<file path="src/rtl/adc_seq_pkg.sv">
package adc_seq_pkg;
    typedef enum logic [1:0] {
        PH_OFF   = 2'd0,
        PH_PWRUP = 2'd1,
        PH_TRACK = 2'd2,
        PH_CONV  = 2'd3
    } phase_e;
endpackage

</file>
<file path="src/rtl/adc_seq_sync.sv">
module adc_seq_sync #(
    parameter int N = 2
) (
    input  logic         clk,
    input  logic         rst_n,
    input  logic [N-1:0] async_in,
    output logic [N-1:0] lvl,
    output logic [N-1:0] rise,
    output logic [N-1:0] fall
);
    for (genvar g = 0; g < N; g++) begin : g_bit
        typedef struct packed {
            logic m;
            logic s;
            logic p;
        } sync_t;
        sync_t sy_d, sy_q;

        always_comb begin
            sy_d   = sy_q;
            sy_d.m = async_in[g];
            sy_d.s = sy_q.m;
            sy_d.p = sy_q.s;
        end

        always_ff @(posedge clk or negedge rst_n) begin
            if (!rst_n) sy_q <= '0;
            else        sy_q <= sy_d;
        end

        assign lvl[g]  = sy_q.s;
        assign rise[g] = sy_q.s & ~sy_q.p;
        assign fall[g] = ~sy_q.s & sy_q.p;
    end
endmodule

</file>
<file path="src/rtl/adc_seq_ctrl.sv">
module adc_seq_ctrl
    import adc_seq_pkg::*;
#(
    parameter int RES_W  = 10,
    parameter int PU_CYC = 188,
    parameter int CV_CYC = 288
) (
    input  logic             clk,
    input  logic             rst_n,
    input  logic             st_lvl,
    input  logic             st_rise,
    input  logic             st_fall,
    input  logic [RES_W-1:0] sample_in,
    output phase_e           phase,
    output logic             conv_done,
    output logic [RES_W-1:0] conv_data,
    output logic             pend_ign,
    output logic             port_en
);
    localparam int MAXC  = (PU_CYC > CV_CYC) ? PU_CYC : CV_CYC;
    localparam int CNT_W = $clog2(MAXC + 1);
    localparam logic [CNT_W-1:0] PU_LAST = CNT_W'(PU_CYC - 1);
    localparam logic [CNT_W-1:0] CV_LAST = CNT_W'(CV_CYC - 1);

    typedef struct packed {
        phase_e           ph;
        logic [CNT_W-1:0] cnt;
        logic [RES_W-1:0] data;
        logic             pend;
        logic             port;
        logic             done;
    } ctrl_t;

    ctrl_t c_d, c_q;

    always_comb begin
        c_d      = c_q;
        c_d.done = 1'b0;
        if (st_rise) c_d.port = 1'b1;
        unique case (c_q.ph)
            PH_OFF: begin
                if (st_rise) begin
                    c_d.ph  = PH_PWRUP;
                    c_d.cnt = '0;
                end
            end
            PH_PWRUP: begin
                if (st_fall) c_d.pend = 1'b1;
                if (c_q.cnt == PU_LAST) begin
                    c_d.ph  = PH_TRACK;
                    c_d.cnt = '0;
                end else begin
                    c_d.cnt = c_q.cnt + 1'b1;
                end
            end
            PH_TRACK: begin
                if (st_fall) begin
                    c_d.ph   = PH_CONV;
                    c_d.cnt  = '0;
                    c_d.data = sample_in;
                    c_d.pend = 1'b0;
                    c_d.port = 1'b0;
                end
            end
            PH_CONV: begin
                if (c_q.cnt == CV_LAST) begin
                    c_d.done = 1'b1;
                    c_d.cnt  = '0;
                    c_d.ph   = st_lvl ? PH_TRACK : PH_OFF;
                end else begin
                    c_d.cnt = c_q.cnt + 1'b1;
                end
            end
            default: c_d.ph = PH_OFF;
        endcase
    end

    always_ff @(posedge clk or negedge rst_n) begin
        if (!rst_n) begin
            c_q    <= '0;
            c_q.ph <= PH_OFF;
        end else begin
            c_q <= c_d;
        end
    end

    assign phase     = c_q.ph;
    assign conv_done = c_q.done;
    assign conv_data = c_q.data;
    assign pend_ign  = c_q.pend;
    assign port_en   = c_q.port;
endmodule

</file>
<file path="src/rtl/adc_seq_shift.sv">
module adc_seq_shift #(
    parameter int RES_W = 10
) (
    input  logic             clk,
    input  logic             rst_n,
    input  logic             sclk,
    input  logic             rd_lvl,
    input  logic             rd_rise,
    input  logic             rd_fall,
    input  logic             port_en,
    input  logic             conv_done,
    input  logic [RES_W-1:0] conv_data,
    output logic             dout,
    output logic             dout_en
);
    localparam int IDX_W = (RES_W > 1) ? $clog2(RES_W) : 1;
    localparam logic [IDX_W-1:0] IDX_LAST = IDX_W'(RES_W - 1);

    typedef struct packed {
        logic             sck_m;
        logic             sck_s;
        logic             sck_p;
        logic [RES_W-1:0] sr;
        logic [RES_W-1:0] hold;
        logic             pend;
        logic [IDX_W-1:0] idx;
    } shf_t;

    shf_t s_d, s_q;
    logic sck_fall;

    assign sck_fall = ~s_q.sck_s & s_q.sck_p;

    always_comb begin
        s_d       = s_q;
        s_d.sck_m = sclk;
        s_d.sck_s = s_q.sck_m;
        s_d.sck_p = s_q.sck_s;
        if (rd_rise) begin
            s_d.idx = '0;
        end else if (rd_lvl && sck_fall && (s_q.idx != IDX_LAST)) begin
            s_d.idx = s_q.idx + 1'b1;
        end
        if (conv_done) begin
            if (rd_lvl) begin
                s_d.hold = conv_data;
                s_d.pend = 1'b1;
            end else begin
                s_d.sr   = conv_data;
                s_d.pend = 1'b0;
            end
        end else if (rd_fall && s_q.pend) begin
            s_d.sr   = s_q.hold;
            s_d.pend = 1'b0;
        end
    end

    always_ff @(posedge clk or negedge rst_n) begin
        if (!rst_n) s_q <= '0;
        else        s_q <= s_d;
    end

    assign dout_en = port_en & rd_lvl;
    assign dout    = dout_en & s_q.sr[IDX_LAST - s_q.idx];
endmodule

</file>
<file path="src/rtl/adc_seq_top.sv">
module adc_seq_top
    import adc_seq_pkg::*;
#(
    parameter int RES_W  = 10,
    parameter int PU_CYC = 188,
    parameter int CV_CYC = 288
) (
    input  logic             clk,
    input  logic             rst_n,
    input  logic             conv_start,
    input  logic             rd_active,
    input  logic             sclk,
    input  logic [RES_W-1:0] sample_in,
    output logic             dout,
    output logic             dout_en,
    output logic             powered,
    output logic             ready,
    output logic             busy,
    output logic             pend_ignored
);
    localparam int SYNC_N = 2;
    localparam int B_ST   = 0;
    localparam int B_RD   = 1;

    logic [SYNC_N-1:0] s_lvl, s_rise, s_fall;
    phase_e            phase;
    logic              conv_done;
    logic [RES_W-1:0]  conv_data;
    logic              port_en;

    adc_seq_sync #(.N(SYNC_N)) u_sync (
        .clk      (clk),
        .rst_n    (rst_n),
        .async_in ({rd_active, conv_start}),
        .lvl      (s_lvl),
        .rise     (s_rise),
        .fall     (s_fall)
    );

    adc_seq_ctrl #(.RES_W(RES_W), .PU_CYC(PU_CYC), .CV_CYC(CV_CYC)) u_ctrl (
        .clk       (clk),
        .rst_n     (rst_n),
        .st_lvl    (s_lvl[B_ST]),
        .st_rise   (s_rise[B_ST]),
        .st_fall   (s_fall[B_ST]),
        .sample_in (sample_in),
        .phase     (phase),
        .conv_done (conv_done),
        .conv_data (conv_data),
        .pend_ign  (pend_ignored),
        .port_en   (port_en)
    );

    adc_seq_shift #(.RES_W(RES_W)) u_shift (
        .clk       (clk),
        .rst_n     (rst_n),
        .sclk      (sclk),
        .rd_lvl    (s_lvl[B_RD]),
        .rd_rise   (s_rise[B_RD]),
        .rd_fall   (s_fall[B_RD]),
        .port_en   (port_en),
        .conv_done (conv_done),
        .conv_data (conv_data),
        .dout      (dout),
        .dout_en   (dout_en)
    );

    assign powered = (phase != PH_OFF);
    assign ready   = (phase == PH_TRACK);
    assign busy    = (phase == PH_CONV);
endmodule

</file>
<file path="config.mk">
export PLATFORM = sky130hd
export DESIGN_NAME = adc_seq_top
export DESIGN_NICKNAME = d
export VERILOG_FILES = /design/src/rtl/adc_seq_pkg.sv /design/src/rtl/adc_seq_sync.sv /design/src/rtl/adc_seq_ctrl.sv /design/src/rtl/adc_seq_shift.sv /design/src/rtl/adc_seq_top.sv
export SDC_FILE = /design/constraint.sdc
export NUM_CORES = 1
export LEC_CHECK = 0
export ABC_AREA = 1
export CAP_MARGIN = 40
export CELL_PAD_IN_SITES_DETAIL_PLACEMENT = 1
export CELL_PAD_IN_SITES_GLOBAL_PLACEMENT = 1
export CORE_ASPECT_RATIO = 2
export CORE_UTILIZATION = 25
export CTS_BUF_LIST = sky130_fd_sc_hd__clkbuf_4 sky130_fd_sc_hd__clkbuf_8 sky130_fd_sc_hd__clkbuf_16
export DETAILED_ROUTE_END_ITERATION = 8
export DONT_BUFFER_PORTS = 1
export HOLD_SLACK_MARGIN = 0.15
export PLACE_DENSITY = 0.46
export SLEW_MARGIN = 20
export SYNTH_ARGS = -nofsm -noshare
export SYNTH_HDL_FRONTEND = slang
export SYNTH_HIERARCHICAL = 1
export SYNTH_SLANG_ARGS = --single-unit
export TNS_END_PERCENT = 10
</file>
<file path="constraint.sdc">
create_clock -name clk -period 1.39 [get_ports clk]
set_input_delay 0.2085 -clock clk [delete_from_list [all_inputs] [get_ports clk]]
set_output_delay 0.2085 -clock clk [all_outputs]
set_load 0.05 [all_outputs]
</file>
; ---- After elaboration in Yosys (flattened, before gate mapping)
; Cells that the tools add are included.
[word_totals]
reg_bits = 58
latchBits = 0
ramBits = 0
romBits = 0
in_bits = 15
output_inout_bits = 6
wordCells = 85
memories = 0
[op_classes]
n_addsub = 3
n_mul = 0
div = 0
order_cmp = 1
eq_ne = 12
n_shift = 0
n_mux = 24
bitwise = 12
reduce_logical = 14
[op_table]
columns = operator, count
row1 = case mux 11 bit (4 select lines), 1
row2 = 2-to-1 mux 10 bit, 3
row3 = 2-to-1 mux 23 bit, 1
row4 = 2-to-1 mux 9 bit, 2
row5 = 2-to-1 mux 11 bit, 1
row6 = "!= test 2 x 1 -> 1 bit, second input constant", 5
row7 = "adder 9 x 1 -> 9 bit, second input constant", 1
row8 = "equality test 9 x 8 -> 1 bit, second input constant", 1
row9 = "equality test 9 bit, second input constant", 1
row10 = 2-to-1 mux 1 bit, 9
row11 = 2-to-1 mux 4 bit, 2
row12 = AND reduction 2 bit, 4
row13 = nonzero test 2 bit, 4
row14 = bitwise AND 1 bit, 7
row15 = 2-to-1 mux 2 bit, 3
row16 = "less-than comparator 4 x 5 -> 1 bit, second input constant", 1
row17 = NOT 1 bit, 5
row18 = "adder 4 x 1 -> 4 bit, second input constant", 1
row19 = binary-select mux 1 bit (select 4 bit), 1
row20 = "equality test 2 bit, second input constant", 2
row21 = "!= test 4 bit, second input constant", 1
row22 = AND reduction 4 bit, 1
row23 = "subtractor 4 bit, first input constant", 1
row24 = logical AND 1 bit, 3
row25 = 5 further kinds, 5

; ---- Longest topological paths before layout
[logic_depth]
ltp_word = 6
ltp_mapped = 9
ltp_nobuf = 8

; ---- By module
; Netlist, hierarchy kept.
[by_module_without_submodules]
columns = module, instances, cells_per_inst, area_per_inst_um2, seq_area_each_um2
row1 = adc_seq_shift, 1, 151, 1426.4, 700.7
row2 = adc_seq_ctrl, 1, 158, 1308.8, 600.6
row3 = adc_seq_sync, 1, 16, 195.2, 150.1
row4 = adc_seq_top, 1, 6, 22.5, 0.0

; ---- Worst setup path after synthesis
; No wires, ideal clock.
[synth_timing]
path_type = reg-to-output
from = register u_shift/s_q[1] (netlist bit)
to = output port dout
arrival_ns = 1.772
t_required_ns = 1.182
slack_ns = -0.590
stages_incl_launch_ff = 6
n_path_buf = 0
cell_sequence = dfrtp_1 -> inv_1 -> ha_1 -> xnor2_1 -> nand3b_1 -> a21oi_1
[synth_via]
elab_chain_len = 4
[synth_rtl]
columns = item, line
row1 = start: declaration, adc_seq_shift.sv:29  ; shf_t s_d, s_q;
row2 = start signal: assignment, adc_seq_shift.sv:59  ; if (!rst_n) s_q <= '0;
row3 = start signal: assignment, adc_seq_shift.sv:60  ; else s_q <= s_d;
row4 = subtractor 4 bit, adc_seq_shift.sv:64  ; assign dout = dout_en & s_q.sr[IDX_LAST - s_q.idx];
row5 = binary-select mux 1 bit (select 4 bit), adc_seq_shift.sv:64
row6 = 2-to-1 mux 1 bit (implied by the code), adc_seq_shift.sv:64
row7 = bitwise AND 1 bit, adc_seq_shift.sv:64
row8 = end: declaration, adc_seq_top.sv:14  ; output logic dout,
; Every way passes these cells. The select of a mux whose other input is x is not followed.

; ---- Worst setup path in the final report
[layout_timing]
from = register u_shift/s_q[2] (netlist bit)
to = output port dout
; Same word-level chain as after synthesis.

==> results.md <==
* Final setup violation count at 7
* Critical path data arrival time at 1.54 ns
* Layout fillers at 1,359
* Setup ws final at -0.362 ns
* Sw Share at 32.3%
* Max Fclk at 571 MHz
* IO buf count at 0
* Overall power at 0.00714 W
* H-tree levels at 3
* Post-synthesis register bit count at 58
* Seq pwr share at 31.5%
* Power share of the clock group at 36.7%
* Pre-CTS setup slack at -0.153 ns
* Clk_lat worst skew at 0.33 ns
* Top_reg_cell synth: dfrtp_1
* GP Congestion at 0.825
* Most common cell in the netlist: nand2_1
* GRT met3 Usage at 3.27%
* Min Tclk post-route at 1.75 ns
* Final hold slack at -0.428 ns
* CP startpoint kind: register
* Internal at 0.00483 W
* Critical R2R Launch: u_shift/s_q[0]
* Final nets at 388
* Height of the die at 156 um
* Syn avg cell area at 8.92 sq um
* Synth async-reset ratio at 100%
* Crit Path Class: reg2out
* Total GRT Usage at 14.0%
* ANT nets after route at 0
* Number of global-route vias before repair at 2,513
* Setup crit end kind: output pin
* Fraction of layout cells with a size suffix above 1 at 29.7%
* Initial antenna violation count at 0
* Critical path fanouts, max at 2
* DR iter-0 viols at 87
* Relative max-transition margin at 79.3%
* Leak at 1.78 nW
* Area delta synth->final at 31.0%
* Net Sw Power at 0.00231 W
* Largest stage delay, worst path at 0.35 ns
* Synth Cell Area at 0.00295 sq mm
* CTS sink count at 58
* Clk pin slew, worst setup/hold paths at 0.05 ns
* Maximum VDD drop at 0.655 mV
* Floorplan Core Area at 0.0114 sq mm
* GR Util met2 at 26.5%
* Violated checks: negative hold slack, negative setup slack
* GRT overflow at 0
* RSZ-0062 raised after global routing: true
* CP cell instances: inv_2 > ha_4 > xnor2_2 > nand3b_1 > a21oi_4 > buf_12
* Worst min path class: in2async
* Post-synth top area cell: dfrtp_1
* Top post-synthesis cells by area: dfrtp_1 49%, nand2_1 10%, inv_1 5.3%, mux2_2 5.3%, nand3_1 4.7%
* Comb pwr share at 31.8%
* DP HPWL at 5700 um
* Overall routed net length at 7510 um
* Post-synthesis cell type count at 31
* Reg2Reg Depth at 7
* Post-synth EDFFs at 0
* Final worst-path cycle share at 126%
* First-pass GRT wire length at 12,600 um
* Fin Clk Skew at 0.00466 ns
* Routed vias/inst at 4.39
* Ant diodes at 0
* Yosys top cell area share at 49.2%
* WP data required at 1.18 ns
* Die footprint at 0.0123 sq mm
* TritonCTS clock tree: built
* Die Wd at 78.9 um
* CTS Hold Bufs at 13
* Largest net degree at the start of global routing at 59
* Worst setup endpoint: dout
* Max Slew Vio Count at 0
* CTS root buf: clkbuf_16
* Synth top cells by count: 79 x nand2_1, 58 x dfrtp_1, 42 x inv_1
* DRC at 0
* Critical Path Source: u_shift/s_q[2]
* Slowest CP cell: dfrtp_1
* Hold Fails Final Rpt at 58
* CTS max path bufs at 2
* Reg2Reg Setup Slack at -0.04 ns
* Max-Cap Viols at 0
* Via count at 2,266
* I/O Pins at 21
* Synth warn at 6
* Post-Syn Nets at 350
* FP Rows at 55
* Register area share after synthesis at 49.2%
* TNS Setup at -0.484 ns
* Actual slew at the worst max-slew pin at 0.310 ns
* Initial Util at 25.8%
* Met1 Use GR at 13.3%
* Power density over the cells at 1850 mW/mm^2
* Run status: finished, violations left
* Reg2reg end: u_shift/s_q[3]
* Cts bufs inserted at 9
* Wire per inst at 14.6 um
* Most Crowded Layer GR: met2
* Gate Count Post-Synth at 331
* Pre-antenna DRT Iters at 4
registers in the layout, summed over array words and instances (netlist names):
register	cells
u_ctrl/pend_ign	1
u_ctrl/conv_data	10
u_sync/g_bit.sy_d	2
u_ctrl/conv_done	1
u_shift/s_d	2
u_ctrl/phase	2
u_sync/g_bit.sy_q	2
u_ctrl/c_q	9
u_shift/s_q	26
u_sync/lvl	2
u_ctrl/port_en	1
placed cells by master (no fill, tap or decap), types with 4 or more instances in the layout:
| cell type | synthesis | final |
|---|---|---|
| o211ai_1 | 6 | 6 |
| inv_1 | 42 | 36 |
| buf_4 | 15 | 29 |
| inv_2 | 1 | 4 |
| nand2_1 | 79 | 73 |
| a31oi_2 | 5 | 5 |
| nand4_1 | 4 | 4 |
| o21ai_0 | 12 | 11 |
| o21ai_1 | 4 | 5 |
| nor2_1 | 24 | 20 |
| nand2_2 | 4 | 8 |
| dfrtp_1 | 58 | 56 |
| mux2_2 | 14 | 14 |
| nand3_1 | 28 | 26 |
| dlygate4sd3_1 | 0 | 13 |
| nor2_2 | 5 | 8 |
| clkbuf_16 | 0 | 9 |
kinds of logic (layout without fill, tap and decap cells):
family,Yosys count,in the layout,synth area share [%]
AND/OR/NAND/NOR,147,147,21.5
buffers and inverters,66,109,11.7
flip-flops,58,58,49.2
AO/OA/AOI/OAI,35,35,8.14
multiplexers,16,16,6.36
XOR/XNOR,5,5,1.48
adder cells (fa/ha/maj),4,4,1.69
layer usage:
metal  part of all wire, %  wire [um]  up-vias
met5                     0          0        -
met4                   3.8        284        0
met3                   2.6        199       19
met2                    59       4420       30
met1                    35       2610     1091
li1                      -          -     1126
worst min path at each step:
stage | slack [ns] | cells past startpoint | end | from
finish | -0.43 | 0 | u_shift/s_d[26] | rst_n
global route | -0.45 | 0 | u_shift/s_q[22] | rst_n
CTS | -0.44 | 0 | u_shift/s_q[22] | rst_n
detailed placement | -0.08 | 0 | u_sync/lvl[1] | rst_n
floorplan | -0.09 | 0 | u_ctrl/c_q[13] | rst_n
global placement | -0.08 | 0 | u_shift/s_d[25] | rst_n
cell type report:
| type | count | area (sq um) | area share [%] |
|---|---|---|---|
| Clock inverter | 5 | 100 | 2.59 |
| Clock buffer | 11 | 253 | 6.53 |
| Timing Repair Buffer | 48 | 445 | 11.5 |
| Inverter | 45 | 185 | 4.79 |
| Multi-Input combinational cell | 207 | 1250 | 32.4 |
| Sequential cell | 58 | 1450 | 37.6 |
| Tap cell | 142 | 178 | 4.59 |
metrics by stage:
step / area [sq um] / hold slack [ns] / instances / util, %
after floorplan: 2990 / -0.0871 / 331 / -
after global placement: 3280 / -0.0850 / 485 / 28.7
after detailed placement: 3280 / -0.0846 / 485 / 28.7
after CTS: 3810 / -0.445 / 515 / 33.3
after global routing: 3870 / -0.447 / 516 / 33.9
final: 3870 / -0.428 / 516 / 33.9
power groups by stage:
stage / registers (W) / clock network, W / logic (W)
floorplan: 0.00224 / 0 / 0.00153
global placement: 0.00225 / 0 / 0.00209
detailed placement: 0.00226 / 0 / 0.00212
CTS: 0.00224 / 0.00272 / 0.00222
global route: 0.00230 / 0.00277 / 0.00250
finish: 0.00225 / 0.00262 / 0.00227
timing repair:
item	4_1_cts	5_1_grt
setup endpoints to repair	13	26
endpoints found under the hold margin	71	58
gates resized for setup	15	17
pin swaps	2	4
buffers inserted	1	1
critical path: cells and delay by family, from the launching register on:
kind,cells,cell delay [ns]
AO/OA/AOI/OAI,1,0.16
XOR/XNOR,1,0.13
adder cells (fa/ha/maj),1,0.16
buffers and inverters,2,0.21
flip-flops,1,0.35
AND/OR/NAND/NOR,1,0.20
Power figures use the tool's default switching activity.
